===== config.mk =====
export PLATFORM = sky130hd
export DESIGN_NAME = chop_stream_gen
export DESIGN_NICKNAME = d
export VERILOG_FILES = /design/src/rtl/chop_pkg.sv /design/src/rtl/chop_pos_counter.sv /design/src/rtl/chop_mag_hold.sv /design/src/rtl/chop_pattern_bank.sv /design/src/rtl/chop_stream_gen.sv
export SDC_FILE = /design/constraint.sdc
export NUM_CORES = 1
export LEC_CHECK = 0
export CORE_MARGIN = 1
export CORE_UTILIZATION = 51
export CTS_CLUSTER_DIAMETER = 40
export DETAILED_ROUTE_END_ITERATION = 8
export PLACE_DENSITY = 0.76
export SYNTH_ARGS = -nofsm -noshare
export SYNTH_HDL_FRONTEND = slang
export SYNTH_SLANG_ARGS = --single-unit
export TNS_END_PERCENT = 20

===== constraint.sdc =====
create_clock -name clk -period 2.25 [get_ports clk]
set_input_delay 0.45 -clock clk [delete_from_list [all_inputs] [get_ports clk]]
set_output_delay 0.45 -clock clk [all_outputs]
set_load 0.01 [all_outputs]

===== src/rtl/chop_pkg.sv =====
// Package: shared defaults for the chopping stream generator.
// Assumes: nothing; holds constants only.
package chop_pkg;
    // Default magnitude width; the stream is 2**width cycles long.
    localparam int unsigned CHOP_DEFAULT_W = 8;
endpackage


===== src/rtl/chop_pos_counter.sv =====
// Module: free-running position counter across one stream period.
// Wraps from all ones to zero. A restart forces zero on the next cycle.
// Assumes: synchronous active-low reset; W >= 2.
module chop_pos_counter #(
    parameter int unsigned W = 8
) (
    input  logic         clk,
    input  logic         rst_n,
    input  logic         restart,
    output logic [W-1:0] pos,
    output logic         last_pos
);
    localparam logic [W-1:0] POS_MAX = {W{1'b1}};

    // Advance the position; reset or restart returns it to zero.
    always_ff @(posedge clk) begin
        if (!rst_n || restart) begin
            pos <= '0;
        end else begin
            pos <= pos + W'(1);
        end
    end

    // Flag the final position of the period.
    assign last_pos = (pos == POS_MAX);
endmodule


===== src/rtl/chop_mag_hold.sv =====
// Module: holds the magnitude for a whole period.
// Loads at the period boundary or on restart, and clears to zero in reset.
// Assumes: load is high for exactly the cycles before a new period.
module chop_mag_hold #(
    parameter int unsigned W = 8
) (
    input  logic         clk,
    input  logic         rst_n,
    input  logic         load,
    input  logic [W-1:0] mag_in,
    output logic [W-1:0] mag_q
);
    // Capture the magnitude only when a new period is about to begin.
    always_ff @(posedge clk) begin
        if (!rst_n) begin
            mag_q <= '0;
        end else if (load) begin
            mag_q <= mag_in;
        end
    end
endmodule


===== src/rtl/chop_pattern_bank.sv =====
// Module: decodes the position into W disjoint basic chopping signals.
// Signal k fires when the low k bits of pos are all ones and bit k is zero.
// That gives 2**(W-1-k) evenly spaced ones per period.
// Assumes: pos counts upward through the period.
module chop_pattern_bank #(
    parameter int unsigned W = 8
) (
    input  logic [W-1:0] pos,
    output logic [W-1:0] basic
);
    // One decoder per basic signal; slot 0 needs no low-bit term.
    for (genvar k = 0; k < W; k++) begin : g_slot
        if (k == 0) begin : g_first
            assign basic[k] = ~pos[0];
        end else begin : g_rest
            assign basic[k] = (&pos[k-1:0]) & ~pos[k];
        end
    end
endmodule


===== src/rtl/chop_stream_gen.sv =====
// Module: top of the chopping weight bit-stream generator.
// ORs the basic signals enabled by the held magnitude. Magnitude bit W-1-k
// enables signal k, so the ones per period equal the magnitude.
// Assumes: synchronous active-low reset; outputs are decoded from registers.
module chop_stream_gen
    import chop_pkg::*;
#(
    parameter int unsigned MAG_W = CHOP_DEFAULT_W
) (
    input  logic             clk,
    input  logic             rst_n,
    input  logic [MAG_W-1:0] magnitude,
    input  logic             sync_restart,
    output logic             period_start,
    output logic             stream_out
);
    logic [MAG_W-1:0] pos_q;
    logic             last_pos;
    logic [MAG_W-1:0] mag_q;
    logic [MAG_W-1:0] basic_sig;
    logic [MAG_W-1:0] enable_sig;

    chop_pos_counter #(.W(MAG_W)) u_pos (
        .clk      (clk),
        .rst_n    (rst_n),
        .restart  (sync_restart),
        .pos      (pos_q),
        .last_pos (last_pos)
    );

    chop_mag_hold #(.W(MAG_W)) u_hold (
        .clk    (clk),
        .rst_n  (rst_n),
        .load   (last_pos | sync_restart),
        .mag_in (magnitude),
        .mag_q  (mag_q)
    );

    chop_pattern_bank #(.W(MAG_W)) u_bank (
        .pos   (pos_q),
        .basic (basic_sig)
    );

    // Map magnitude bits onto slots: the MSB drives the densest pattern.
    for (genvar k = 0; k < MAG_W; k++) begin : g_map
        assign enable_sig[k] = basic_sig[k] & mag_q[MAG_W-1-k];
    end

    // Union of the enabled patterns forms the stream.
    assign stream_out   = |enable_sig;
    // Mark position zero of each period.
    assign period_start = (pos_q == '0);
endmodule


==> results.py <==
metrics = {
    "sta": {
        "hold_viol": 0,
        "hold_slack_ns": 0.468,
        "clock_skew_ns": 0.00340,
        "finalSetupViolations": 0,
        "rsz0062_at_grt": "yes",
        "maxSlewViolCount": 0,
        "max-slew-margin-rel_pct": 69.1,
        "period_share_pct": 98.1,
        "period_needed_ns": 2.21,
        "setup_tns_ns": 0,
        "tightest_slew_ns": 0.463,
        "fmax_mhz": 453,
    },
    "clock_tree": {
        "clock-sinks": 16,
        "ctsHtreeMaxLevel": 1,
        "path_clk_slew_ns": 0.09,
        "cts_inserted_buffers": 3,
        "cts_tree": "yes",
        "root_buffer": "clkbuf_4",
        "clk_path_buf_depth": 2,
        "insertion_delay_ns": 0.28,
    },
    "layout": {
        "final_cells": 126,
        "fin_area_mm2": 0.00101,
        "drive_gt1_share_pct": 14.5,
        "num-nets-final": 129,
        "n_antenna_cell": 0,
        "syn_to_final_growth_pct": 23.8,
    },
    "floorplan": {
        "die_area_mm2": 0.00177,
        "num_rows": 14,
        "start_util_pct": 54.4,
        "fp.dieH_um": 42.1,
        "ios": 13,
        "die_x_um": 42.1,
        "core_area_mm2": 0.00151,
    },
    "worst_setup_path": {
        "path_cells": "ha_4 -> ha_1 -> and3b_1 -> a221o_1 -> a211o_1 -> buf_2",
        "reg2reg_slack_ns": 0.86,
        "cp-start-kind": "flop",
        "cp.required_ns": 1.80,
        "worst-setup-path-type": "flop to primary output",
        "critical-path-max-stage-delay_ns": 0.37,
        "critical-path-slowest-cell": "dfxtp_4",
        "arrival_ns": 1.76,
        "cp_max_fo": 5,
        "end_kind": "primary output",
    },
    "synth": {
        "syn_inst": 92,
        "synth_nets": 109,
        "syn_area_per_cell_um2": 8.91,
        "synth_top_area_cell": "dfxtp_1",
        "ys_seq_elements": 16,
        "ys_warn_count": 0,
        "seq_area_frac_synth_pct": 39.1,
        "synth_area_um2": 820,
        "netlist_top_cells_area": "dfxtp_1 (39%), mux2i_1 (9.8%), ha_1 (9.2%)",
        "synth.distinct_cells": 31,
        "synth_top_area_share_pct": 39.1,
    },
    "drt": {
        "drt_wl_total_um": 1620,
        "vias": 700,
        "vias_per_cell": 5.56,
        "drtIter0Drc": 13,
        "dr.pass1.iters": 4,
        "drc": 0,
        "detail-route-antenna-nets": 0,
        "post_drt_wl_per_cell_um": 12.8,
    },
    "grt": {
        "grt_max_degree": 11,
        "antenna_found_initial": 0,
        "grt_pass1_vias": 710,
        "grt-ovfl-total": 0,
        "grt_first_pass_wirelength_um": 2830,
        "grt_usage_pct": 20.6,
    },
    "placement": {
        "port_buffers": 12,
        "place_congestion": 0.795,
        "dp.cells": 123,
        "dp_hpwl_um": 1240,
        "dpl_cell_area_um2": 985,
    },
    "power_and_ir_drop": {
        "p_leak_uw": 0.000446,
        "ir_worst_vdd_mv": 0.366,
        "p_per_area_mw_per_mm2": 507,
        "finalPower_uw": 515,
    },
    "flow_run": {
        "cap_violations": 0,
    },
    "worst_hold_path": {
        "hold_path.class": "flop to flop",
    },
    "outcome": {
        "status": "finished, final reports clean",
    },
}
cell usage after synthesis (all sizes together):
| master | instances |
|---|---|
| nand4b | 1 |
| dfxtp | 16 |
| buf | 3 |
| a211o | 1 |
| ha | 6 |
| clkbuf | 1 |
| o21ai | 4 |
| inv | 4 |
| xor2 | 1 |
| nand3 | 4 |
| nand2b | 2 |
| and3b | 1 |
| or4b | 1 |
| nor4 | 1 |
| mux2i | 8 |
| or3 | 3 |
| nor2b | 1 |
| o221ai | 1 |
| o21ba | 1 |
| nand4 | 2 |
| nand3b | 1 |
| nand2 | 19 |
| and2 | 3 |
| and3 | 1 |
| a221o | 1 |
| nor2 | 2 |
| a21oi | 3 |
placed cells by master, fill, tap and decap left out, drive strengths merged:
cell type,Yosys,layout
nand2,19,19
dfxtp,16,16
clkdlybuf4s50,0,10
mux2i,8,8
buf,3,8
ha,6,6
inv,4,4
nand3,4,4
o21ai,4,4
clkbuf,1,4
or3,3,3
a21oi,3,3
and2,3,3
nand2b,2,2
nand4,2,2
nor2,2,2
or4b,1,1
nor4,1,1
nand4b,1,1
o221ai,1,1
and3,1,1
nand3b,1,1
and3b,1,1
a221o,1,1
a211o,1,1
o21ba,1,1
nor2b,1,1
xor2,1,1
power by group:
group / switching, uW / internal, uW
Sequential: 7.90 / 294
Clock: 85.9 / 62.0
Combinational: 27.8 / 37.6
Total: 122 / 393
layout make-up:
type                    instances  area [um^2]
fillers                       132          492
clock buffers                   3         22.5
well taps                      16         20.0
inverters                       4         15.0
multi-input cells              68          469
flip-flops and latches         16          325
repair buffers                 19          163
worst max-delay path: cells and delay by family, from the launching register on:
family / cells / cell delay [ns]
adders and majority gates: 2 / 0.34
and+or+nand+nor: 1 / 0.15
DFF: 1 / 0.37
buffers and inverters: 1 / 0.14
AOI/OAI and AO/OA: 2 / 0.48
final timing paths:
check                                              from                      endpoint  cells after the start
worst max-delay path            u_pos.pos[0]$_SDFF_PP0_                    stream_out                      6
worst min-delay path            u_pos.pos[0]$_SDFF_PP0_       u_pos.pos[0]$_SDFF_PP0_                      1
worst min register to register  u_pos.pos[0]$_SDFF_PP0_       u_pos.pos[0]$_SDFF_PP0_                      1
worst max register to register  u_pos.pos[3]$_SDFF_PP0_  u_hold.mag_q[4]$_SDFFE_PN0P_                      4
stage by stage:
| stage | utilization [%] | setup WS, ns |
|---|---|---|
| after floorplan | - | 0.379 |
| after global placement | 65.4 | -0.0350 |
| after detailed placement | 65.4 | -0.0621 |
| after CTS | 67.9 | -0.0355 |
| after global routing | 67.4 | -0.0298 |
| final | 67.4 | 0.0421 |
cell families after synthesis:
group	share of synthesized area [%]
AOI/OAI and AO/OA	8.85
DFF	39.1
muxes	9.77
and+or+nand+nor	26.9
adders and majority gates	9.16
xor gates and xnor gates	1.07
buffers and inverters	5.19
sequential cells by signal, indices dropped and copies added, names as in the netlist:
register	cells
u_pos.pos	8
u_hold.mag_q	8
repair_timing:
| action | CTS | global route |
|---|---|---|
| endpoints found under the setup margin | 2 | 2 |
| gates resized for setup | 8 | 5 |
| pin swaps | 0 | 1 |
| setup buffers | 0 | 0 |
| hold buffers | 0 | 0 |
layer usage:
metal	track usage (%)	part of all wire (%)
met1	23.4	46
met2	38.4	50
met3	2.59	2.7
met4	8.75	0.68
met5	0	0
Power figures use the tool's default switching activity.
